<file path="src/rtl/irq_status_pkg.sv">
`timescale 1ns/1ps
package irq_status_pkg;

  // Register select, decoded from the host address
  typedef enum logic [1:0] {
    REG_PEND  = 2'd0,
    REG_EN    = 2'd1,
    REG_OUTEN = 2'd2,
    REG_STAT  = 2'd3
  } regSel_e;

  // Strobes from control to datapath
  typedef struct packed {
    logic    clrPend;
    logic    ldEn;
    logic    ldOutEn;
    regSel_e rdSel;
  } hostStrobe_t;

endpackage

</file>
<file path="src/rtl/irq_status_ctrl.sv">
`timescale 1ns/1ps
module irq_status_ctrl
  import irq_status_pkg::*;
(
  input  logic [1:0]  hostAddr,
  input  logic        hostWr,
  output hostStrobe_t strobe
);

  regSel_e sel;

  always_comb begin
    sel            = regSel_e'(hostAddr);
    strobe.rdSel   = sel;
    strobe.clrPend = hostWr && (sel == REG_PEND);
    strobe.ldEn    = hostWr && (sel == REG_EN);
    strobe.ldOutEn = hostWr && (sel == REG_OUTEN);
  end

endmodule

</file>
<file path="src/rtl/irq_status_dp.sv">
`timescale 1ns/1ps
module irq_status_dp
  import irq_status_pkg::*;
#(
  parameter int unsigned NUM_BUS = 2,
  parameter int unsigned DATA_W  = 16
) (
  input  logic                      clk,
  input  logic                      rstN,
  input  hostStrobe_t               strobe,
  input  logic [DATA_W-1:0]         wrData,
  input  logic                      evtInitFail,
  input  logic                      evtUncorr,
  input  logic [NUM_BUS-1:0]        evtLoopFail,
  input  logic                      evtRollover,
  output logic [DATA_W-1:0]         rdData,
  output logic                      irqOut,
  output logic [NUM_BUS+1:0]        pendVec,
  output logic [NUM_BUS+1:0]        enVec,
  output logic [NUM_BUS+1:0]        outEnVec,
  output logic                      statusBit
);

  localparam int unsigned NUM_SRC = NUM_BUS + 2;
  localparam int unsigned ROLL_IDX = NUM_BUS + 1;
  localparam logic [NUM_SRC-1:0] EN_RST = NUM_SRC'(1);

  logic [NUM_SRC-1:0] evtVec;
  logic [NUM_SRC-1:0] pendReg;
  logic [NUM_SRC-1:0] enReg;
  logic [NUM_SRC-1:0] outEnReg;
  logic               statusReg;
  logic               unusedWrBits;

  assign unusedWrBits = ^wrData[DATA_W-1:NUM_SRC];

  // Map each source onto its pending bit
  assign evtVec[0]        = evtInitFail | evtUncorr;
  assign evtVec[ROLL_IDX] = evtRollover;
  for (genvar b = 0; b < NUM_BUS; b++) begin : g_loopMap
    assign evtVec[b+1] = evtLoopFail[b];
  end

  // One sticky bit per source. A pulse overrides a clear in the same cycle.
  for (genvar i = 0; i < NUM_SRC; i++) begin : g_pend
    always_ff @(posedge clk or negedge rstN) begin
      if (!rstN) begin
        pendReg[i] <= 1'b0;
      end else if (evtVec[i] && enReg[i]) begin
        pendReg[i] <= 1'b1;
      end else if (strobe.clrPend && wrData[i]) begin
        pendReg[i] <= 1'b0;
      end
    end
  end

  always_ff @(posedge clk or negedge rstN) begin
    if (!rstN) begin
      enReg    <= EN_RST;
      outEnReg <= EN_RST;
    end else begin
      if (strobe.ldEn)    enReg    <= wrData[NUM_SRC-1:0];
      if (strobe.ldOutEn) outEnReg <= wrData[NUM_SRC-1:0];
    end
  end

  // Cause flag: an init mismatch sets it and wins over an uncorrectable error
  always_ff @(posedge clk or negedge rstN) begin
    if (!rstN) begin
      statusReg <= 1'b0;
    end else if (evtInitFail) begin
      statusReg <= 1'b1;
    end else if (evtUncorr) begin
      statusReg <= 1'b0;
    end
  end

  always_comb begin
    rdData = '0;
    case (strobe.rdSel)
      REG_PEND:  rdData[NUM_SRC-1:0] = pendReg;
      REG_EN:    rdData[NUM_SRC-1:0] = enReg;
      REG_OUTEN: rdData[NUM_SRC-1:0] = outEnReg;
      REG_STAT:  rdData[0]           = statusReg;
    endcase
  end

  assign irqOut    = |(pendReg & outEnReg);
  assign pendVec   = pendReg;
  assign enVec     = enReg;
  assign outEnVec  = outEnReg;
  assign statusBit = statusReg;

endmodule

</file>
<file path="src/rtl/irq_status_unit.sv">
`timescale 1ns/1ps
module irq_status_unit
  import irq_status_pkg::*;
#(
  parameter int unsigned NUM_BUS = 2,
  parameter int unsigned DATA_W  = 16
) (
  input  logic               clk,
  input  logic               rstN,
  input  logic [1:0]         hostAddr,
  input  logic               hostWr,
  input  logic [DATA_W-1:0]  hostWrData,
  output logic [DATA_W-1:0]  hostRdData,
  input  logic               evtInitFail,
  input  logic               evtUncorr,
  input  logic [NUM_BUS-1:0] evtLoopFail,
  input  logic               evtRollover,
  output logic               irqOut
);

  hostStrobe_t        strobe;
  logic [NUM_BUS+1:0] pendVec;
  logic [NUM_BUS+1:0] enVec;
  logic [NUM_BUS+1:0] outEnVec;
  logic               statusBit;

  irq_status_ctrl u_ctrl (
    .hostAddr (hostAddr),
    .hostWr   (hostWr),
    .strobe   (strobe)
  );

  irq_status_dp #(
    .NUM_BUS (NUM_BUS),
    .DATA_W  (DATA_W)
  ) u_dp (
    .clk         (clk),
    .rstN        (rstN),
    .strobe      (strobe),
    .wrData      (hostWrData),
    .evtInitFail (evtInitFail),
    .evtUncorr   (evtUncorr),
    .evtLoopFail (evtLoopFail),
    .evtRollover (evtRollover),
    .rdData      (hostRdData),
    .irqOut      (irqOut),
    .pendVec     (pendVec),
    .enVec       (enVec),
    .outEnVec    (outEnVec),
    .statusBit   (statusBit)
  );

endmodule

</file>
<file path="config.mk">
export PLATFORM = sky130hd
export DESIGN_NAME = irq_status_unit
export DESIGN_NICKNAME = d
export VERILOG_FILES = /design/src/rtl/irq_status_pkg.sv /design/src/rtl/irq_status_ctrl.sv /design/src/rtl/irq_status_dp.sv /design/src/rtl/irq_status_unit.sv
export SDC_FILE = /design/constraint.sdc
export NUM_CORES = 1
export LEC_CHECK = 0
export BUFFER_PORTS_ARGS = -buffer_cell sky130_fd_sc_hd__buf_2
export CAP_MARGIN = 20
export CORE_MARGIN = 5
export CORE_UTILIZATION = 40
export DETAILED_ROUTE_END_ITERATION = 12
export GPL_TIMING_DRIVEN = 0
export PLACE_DENSITY_LB_ADDON = 0.08
export SLEW_MARGIN = 20
export SYNTH_ARGS = -nofsm -noshare
export SYNTH_HDL_FRONTEND = slang
export SYNTH_HIERARCHICAL = 1
export SYNTH_SLANG_ARGS = --single-unit
</file>
<file path="constraint.sdc">
create_clock -name clk -period 1.05 [get_ports clk]
set_input_delay 0.0525 -clock clk [delete_from_list [all_inputs] [get_ports clk]]
set_output_delay 0.0525 -clock clk [all_outputs]
set_load 0.01 [all_outputs]
</file>
==> results of run 1 <==
synth_stat cells:
library cell   n
and3b_1        2
buf_4         14
a21o_1         1
and2b_2        1
mux2_2         8
mux4_2         1
a22oi_1        2
o21ai_0        1
dfstp_2        2
o2bb2ai_1      3
buf_6          1
mux2i_1        3
nor3b_2        1
conb_1         1
dfrtp_1       11
inv_1          1
a22o_1         3
a21bo_2        1
nand2_1        5
area by class of cell:
type,count,area share
buffer,15,0.117
clock buffer,3,0.0226
clock inverter,1,0.00502
inverter,1,0.00376
multi-input combinational,44,0.341
sequential,13,0.329
tap,25,0.0314
timing repair buffer,25,0.151
flip-flops by register name, indices dropped and copies added (netlist names):
signal          count
u_dp/enVec          4
u_dp/outEnVec       4
u_dp/pendVec        4
u_dp/statusBit      1
cell families after synthesis:
kind of cell,count (synthesis)
buffers and inverters,16
multiplexers,12
flip-flops,13
AND/OR/NAND/NOR,9
AO/OA/AOI/OAI,11
other,1
what timing repair did:
item,in CTS,in global routing
endpoints found under the setup margin,5,5
gates resized for setup,1,0
pin swaps,5,0
endpoints found under the hold margin,15,0
buffers inserted,3,1
hold buffers,3,0
worst reg2reg max path, stage by stage (launching register included):
cell and delay [ns]:
dfrtp_1 0.39, buf_4 0.14, mux2_2 0.26
metal layers:
layer | vias up | global-route usage | share of wire
met3 | 0 | 0.0423 | 0.096
met1 | 248 | 0.151 | 0.45
met4 | 0 | 0.0383 | 0
li1 | 272 | - | -
met5 | - | 0 | 0
met2 | 21 | 0.190 | 0.45
final timing paths:
path                                                end  slack, ns  cells past startpoint
min in group asynchronous   u_dp/pendVec[1]$_DFFE_PN0P_       0.19                      2
setup / recovery                          hostRdData[0]      -0.28                      2
hold reg to reg             u_dp/pendVec[0]$_DFFE_PN0P_       0.53                      2
max in group asynchronous  u_dp/outEnVec[0]$_DFFE_PN1P_       0.58                      2
setup reg to reg              u_dp/enVec[2]$_DFFE_PN0P_       0.15                      2
hold / removal              u_dp/pendVec[3]$_DFFE_PN0P_       0.01                      2
power by group through the flow:
stage	sequential, mW	combinational [mW]	clock, mW
finish	0.659	0.379	0.310
global route	0.673	0.421	0.344
CTS	0.658	0.373	0.322
detailed placement	0.668	0.335	0
global placement	0.666	0.332	0
floorplan	0.649	0.239	0
==> results_dict.tcl, run 1 <==
set metrics [dict create \
    p_clk_frac 0.230 \
    hold_viol 0 \
    placementRows 15 \
    setup_total_negative_slack_ns -0.513 \
    synth_xor_area_frac 0 \
    io_buffers 18 \
    r2r-start "u_dp/enVec[2]$_DFFE_PN0P_" \
    yosys.area_share.adder 0 \
    synth-seq-cells 13 \
    via_count 541 \
    critPathTopFamily "multiplexers" \
    ys_seq_area_frac 0.442 \
    grt_max_degree 14 \
    syn2layout_area_growth_pct 34.4 \
    synth_warnings 6 \
    power.total_mw 1.35 \
    wl_mm 1.49 \
    final_cell_area_sq_um 997 \
    ant_nets 0 \
    grt_setup_unrepaired "yes" \
    multiInputGateArea_sq_um 340 \
    critPathArrivalTime_ns 1.27 \
    powerDensity_nw_per_um2 1350 \
    fin_crit_sh 1.26 \
    internal_power_mw 0.963 \
    htreeDepth 1 \
    fin_cells 127 \
    p_leak_nw 0.508 \
    slowest_stage "mux4_2" \
    endpoint_kind "primary output" \
    grt_pass1_wl_mm 2.40 \
    peakVddDrop_mv 0.614 \
    worstPathRequired_ns 1.00 \
    via_per_inst 4.26 \
    violations "setup timing" \
    hold_class "in -> reg" \
    seqPwrFrac 0.489 \
    maxCapViolations 0 \
    clk_pin_slew_ns 0.09 \
    placed_cell_area_sq_um 905 \
    crit_buf_inv 1 \
    post-dp-hpwl_mm 1.13 \
    synth_area_sq_um 742 \
    n_antenna_cell 0 \
    grt-ovfl-total 0 \
    dr.pass1.iters 2 \
    clock_skew_ns 0.000106 \
    synth.distinct_cells 19 \
    gp_congestion 0.706 \
    start_util 0.425 \
    synth_top_family_by_area "multiplexers" \
    fin_util 0.571 \
    num-fill-cells 168 \
    setup_slack_ns -0.275 \
    wl_per_cell_um 11.7 \
    cts.path.max_buffers 2 \
    synth_mux_area_frac 0.192 \
    synth_compound_area_frac 0.121 \
    cts_root_buf "clkbuf_4" \
    grt_pass1_vias 568 \
    numClockSinks 13 \
    status "finished, violations left" \
    synth-simple-area-share 0.0776 \
    core_sq_um 1750 \
    path_cells "mux4_2 > buf_2" \
    synthCells 62 \
    grt_antenna_before_repair 0 \
    cp_max_fo 2 \
    setup_viol 5 \
    drc_errors 0 \
    final_max_slew_viol_count 0 \
    yosys.area.top_type "dfrtp_1" \
    path_class "reg -> out" \
    max_freq_mhz 755 \
    layout-drive-gt1-share 0.549 \
    drt_iter0_markers 1 \
    clock_latency_ns 0.28 \
    ys_top_cells_by_area "dfrtp_1 37%, buf_4 14%, mux2_2 12%, dfstp_2 7.1%, mux2i_1 4.0%" \
    regArea_sq_um 328 \
    cts_tree "yes" \
    synth.top_cell.area_share 0.371 \
    fin_crit_ns 1.33 \
    syn_avg_cell_area_sq_um 12.0 \
    startpoint "u_dp/statusBit$_DFFE_PN0P_" \
    p_comb_frac 0.281 \
    holdCritStartpoint "evtRollover" \
    fin_hold_ws_ns 0.0122 \
    numCtsBuffers 3 \
    switching_share 0.286 \
    detailedPlace.worstSlack_ns -0.0367 \
    layout.nets 129 \
    final_cell_mix "18 x buf_2, 18 x buf_4, 12 x conb_1" \
    dp.cells 116 \
    start_kind "flop" \
    netSwitchingPower_mw 0.385 \
    die-area_sq_um 2820 \
    die_y_um 53.1 \
    slowest_delay_ns 0.46 \
    grtUsageTotal 0.120 \
    fp.dieW_um 53.1 \
    io_pins 43 \
]
Note: power is estimated with default switching activity, not from simulation.
==> inputs of run 2 (changes only) <==
--- a/config.mk
+++ b/config.mk
@@ -7,8 +7,10 @@
 export LEC_CHECK = 0
 export BUFFER_PORTS_ARGS = -buffer_cell sky130_fd_sc_hd__buf_2
 export CAP_MARGIN = 20
+export CELL_PAD_IN_SITES_DETAIL_PLACEMENT = 2
+export CELL_PAD_IN_SITES_GLOBAL_PLACEMENT = 2
 export CORE_MARGIN = 5
-export CORE_UTILIZATION = 40
+export CORE_UTILIZATION = 24
 export DETAILED_ROUTE_END_ITERATION = 12
 export GPL_TIMING_DRIVEN = 0
 export PLACE_DENSITY_LB_ADDON = 0.08
==> results_dict.tcl, run 2 (synthesized netlist as in run 1, its figures left out) <==
set metrics [dict create \
    reg2reg_to "u_dp/statusBit$_DFFE_PN0P_" \
    ant_nets 0 \
    grt_setup_unrepaired "yes" \
    placementRows 20 \
    wl_mm 2.02 \
    core_sq_um 3000 \
    final_max_slew_viol_count 0 \
    start_util 0.247 \
    post-dp-hpwl_mm 1.49 \
    num-fill-cells 342 \
    regArea_sq_um 328 \
    endpoint_kind "primary output" \
    grt_pass1_vias 633 \
    grt-ovfl-total 0 \
    clk_pin_slew_ns 0.08 \
    cts_tree "yes" \
    r2r_cells 3 \
    clock_skew_ns 0.00248 \
    numCtsBuffers 3 \
    critPathTopFamily "multiplexers" \
    dp.cells 124 \
    syn2layout_area_growth_pct 41.3 \
    gp_congestion 0.651 \
    path_depth 2 \
    fin_util 0.349 \
    htreeDepth 1 \
    hold_end "u_dp/pendVec[2]$_DFFE_PN0P_" \
    powerDensity_nw_per_um2 1350 \
    fin_cells 139 \
    die_y_um 65.6 \
    clock_latency_ns 0.28 \
    status "finished, violations left" \
    wl_per_cell_um 14.5 \
    maxCapViolations 0 \
    final_cell_mix "20 x buf_4, 17 x buf_2, 12 x conb_1" \
    worst_hold_path.num_cells 2 \
    hold_class "in -> reg" \
    cts.path.max_buffers 2 \
    power.total_mw 1.42 \
    setup_viol 5 \
    peakVddDrop_mv 0.683 \
    cts_root_buf "clkbuf_4" \
    r2r-start "u_dp/statusBit$_DFFE_PN0P_" \
    max_freq_mhz 745 \
    io_buffers 18 \
    path_class "reg -> out" \
    path_cells "mux4_2 > buf_6" \
    via_per_inst 4.36 \
    multiInputGateArea_sq_um 340 \
    layout_commonest_cell "buf_4" \
    layout.nets 133 \
    crit_buf_inv 1 \
    grt_antenna_before_repair 0 \
    layout-drive-gt1-share 0.547 \
    detailedPlace.worstSlack_ns -0.0637 \
    grtUsageTotal 0.104 \
    grt_max_degree 14 \
    holdCritStartpoint "evtLoopFail[1]" \
    dr.pass1.iters 3 \
    io_pins 43 \
    numClockSinks 13 \
    fin_crit_sh 1.28 \
    worstPathRequired_ns 1.00 \
    critPathArrivalTime_ns 1.29 \
    reg2reg_slack_ns 0.14 \
    fin_hold_ws_ns 0.0125 \
    slowest_delay_ns 0.49 \
    start_kind "flop" \
    fp.dieW_um 65.6 \
    die-area_sq_um 4300 \
    drt_iter0_markers 5 \
    n_antenna_cell 0 \
    slowest_stage "mux4_2" \
    p_leak_nw 0.528 \
    violations "setup timing" \
    fin_crit_ns 1.34 \
    drc_errors 0 \
    cp_max_fo 2 \
    hold_viol 0 \
    setup_slack_ns -0.293 \
    grt_pass1_wl_mm 3.32 \
    via_count 606 \
]
run 2: metrics by stage:
step / setup TNS [ns] / instance area (sq um)
floorplan: 0 / 783
global placement: -0.0580 / 915
detailed placement: -0.0637 / 915
CTS: -0.716 / 1020
global route: -1.12 / 1050
finish: -0.622 / 1050
run 2: how the worst max path moves through the flow:
stage / from / to / slack, ns
final: u_dp/statusBit$_DFFE_PN0P_ / hostRdData[0] / -0.29
after global routing: u_dp/statusBit$_DFFE_PN0P_ / hostRdData[0] / -0.36
after CTS: u_dp/statusBit$_DFFE_PN0P_ / hostRdData[0] / -0.30
after detailed placement: hostAddr[0] / hostRdData[0] / -0.06
after global placement: hostAddr[0] / hostRdData[0] / -0.05
after floorplan: u_dp/statusBit$_DFFE_PN0P_ / hostRdData[0] / 0.15
run 2: timing repair:
action / CTS / global route
cloned: 0 / 0
pin swaps: 3 / 2
hold buffers: 4 / 0
buffers inserted: 5 / 2
hold endpoints to repair: 16 / 0
resized for setup: 1 / 2
endpoints found under the setup margin: 5 / 5
run 2: layout make-up:
type                            instances  share of cell area
Multi-Input combinational cell         44               0.325
Sequential cell                        13               0.313
Timing Repair Buffer                   29               0.184
Buffer                                 15               0.111
Tap cell                               33              0.0394
Clock buffer                            4              0.0251
Inverter                                1             0.00358
run 2: power breakdown:
group	internal, mW	switching [mW]
sequential	0.596	0.0671
clock	0.148	0.167
combinational	0.262	0.176
run 2: layer usage:
layer,part of all wire,vias to the layer above,GRT usage
li1,-,286,-
met1,0.42,297,0.129
met2,0.49,21,0.159
met3,0.080,2,0.0444
met4,0.011,0,0.0389
met5,0,-,0
==> inputs of run 3 (changes only) <==
--- a/config.mk
+++ b/config.mk
@@ -19,3 +19,4 @@
 export SYNTH_HDL_FRONTEND = slang
 export SYNTH_HIERARCHICAL = 1
 export SYNTH_SLANG_ARGS = --single-unit
+export TNS_END_PERCENT = 5
==> results_dict.tcl, run 3 (synthesized netlist as in run 1, its figures left out) <==
set metrics [dict create \
    wl_mm 1.97 \
    grt_pass1_vias 622 \
    grtUsageTotal 0.102 \
    cts_tree "yes" \
    start_kind "flop" \
    setup_total_negative_slack_ns -0.635 \
    placementRows 20 \
    p_clk_frac 0.226 \
    ant_nets 0 \
    numClockSinks 13 \
    layout.nets 130 \
    max_freq_mhz 745 \
    fp.dieW_um 65.6 \
    drt_iter0_markers 7 \
    path_class "reg -> out" \
    hold_class "in -> reg" \
    die_y_um 65.6 \
    seqPwrFrac 0.482 \
    violations "setup timing" \
    cts_root_buf "clkbuf_4" \
    setup_slack_ns -0.293 \
    startpoint "u_dp/statusBit$_DFFE_PN0P_" \
    status "finished, violations left" \
    netSwitchingPower_mw 0.401 \
    grt_setup_unrepaired "yes" \
    dp.cells 124 \
    hold_viol 0 \
    grt_pass1_wl_mm 3.22 \
    fin_crit_ns 1.34 \
    grt_max_degree 14 \
    final_max_slew_viol_count 0 \
    grt-ovfl-total 0 \
    setup_viol 5 \
    p_comb_frac 0.291 \
    via_per_inst 4.34 \
    p_leak_nw 0.513 \
    powerDensity_nw_per_um2 1350 \
    htreeDepth 1 \
    power.total_mw 1.38 \
    fin_util 0.342 \
    worstPathRequired_ns 1.00 \
    switching_share 0.290 \
    n_antenna_cell 0 \
    core_sq_um 3000 \
    peakVddDrop_mv 0.682 \
    fin_crit_sh 1.28 \
    clock_skew_ns 0.00132 \
    post-dp-hpwl_mm 1.49 \
    grt_antenna_before_repair 0 \
    cts.path.max_buffers 2 \
    holdCritStartpoint "evtLoopFail[1]" \
    io_buffers 18 \
    endpoint_kind "primary output" \
    clock_latency_ns 0.28 \
    final_cell_mix "17 x buf_2, 17 x buf_4, 12 x conb_1" \
    critPathArrivalTime_ns 1.29 \
    drc_errors 0 \
    via_count 590 \
    syn2layout_area_growth_pct 38.3 \
    start_util 0.247 \
    internal_power_mw 0.981 \
    gp_congestion 0.651 \
    numCtsBuffers 3 \
    dr.pass1.iters 3 \
    layout-drive-gt1-share 0.534 \
    fin_cells 136 \
    cp_max_fo 2 \
    io_pins 43 \
    r2r-start "u_dp/statusBit$_DFFE_PN0P_" \
    die-area_sq_um 4300 \
    clk_pin_slew_ns 0.08 \
    maxCapViolations 0 \
    wl_per_cell_um 14.5 \
]
-- run 3: worst paths after layout --
check	end	slack, ns	depth (start not counted)
setup / recovery	hostRdData[0]	-0.29	2
hold / removal	u_dp/pendVec[2]$_DFFE_PN0P_	0.01	2
setup reg to reg	u_dp/statusBit$_DFFE_PN0P_	0.14	3
hold reg to reg	u_dp/pendVec[3]$_DFFE_PN0P_	0.54	1
max in group asynchronous	u_dp/outEnVec[0]$_DFFE_PN1P_	0.57	2
min in group asynchronous	u_dp/enVec[2]$_DFFE_PN0P_	0.19	2
-- run 3: worst max-delay path, stage by stage, from the launching register on --
cell and delay, ns:
dfrtp_1 0.39, mux4_2 0.49, buf_6 0.14
-- run 3: cell type report --
| class | instances | area [sq um] |
|---|---|---|
| plain buffers | 15 | 116 |
| well taps | 33 | 41.3 |
| multi-input cells | 44 | 340 |
| repair buffers | 26 | 170 |
| flip-flops and latches | 13 | 328 |
| inverters | 1 | 3.75 |
| clock buffers | 4 | 26.3 |
| fillers | 342 | 1980 |
-- run 3: per-layer routing --
metal	vias to the layer above	global-route usage	share of wire
met4	0	0.0389	0.012
met1	287	0.124	0.42
li1	280	-	-
met2	21	0.157	0.48
met3	2	0.0444	0.082
met5	-	0	0
-- run 3: power groups by stage --
stage          Sequential, mW  Clock (mW)  Combinational [mW]
5_1_grt                 0.681       0.366               0.449
6_report                0.667       0.313               0.403
3_5_place_dp            0.677           0               0.347
4_1_cts                 0.666       0.336               0.381
2_1_floorplan           0.649           0               0.239
3_3_place_gp            0.671           0               0.338
-- run 3: stage by stage --
step | worst slack (ns) | hold WS [ns] | cell area (sq um)
2_1_floorplan | 0.153 | -0.243 | 783
3_3_place_gp | -0.0533 | -0.0365 | 915
3_5_place_dp | -0.0637 | -0.0353 | 915
4_1_cts | -0.300 | 0.00724 | 1000
5_1_grt | -0.362 | 0.00754 | 1030
6_report | -0.293 | 0.0140 | 1030
-- run 3: what timing repair did --
item / CTS / global route
setup endpoints to repair: 5 / 5
buffers inserted: 2 / 2
hold endpoints to repair: 16 / 0
pin swaps: 3 / 2
resized for setup: 1 / 2
hold buffers: 4 / 0
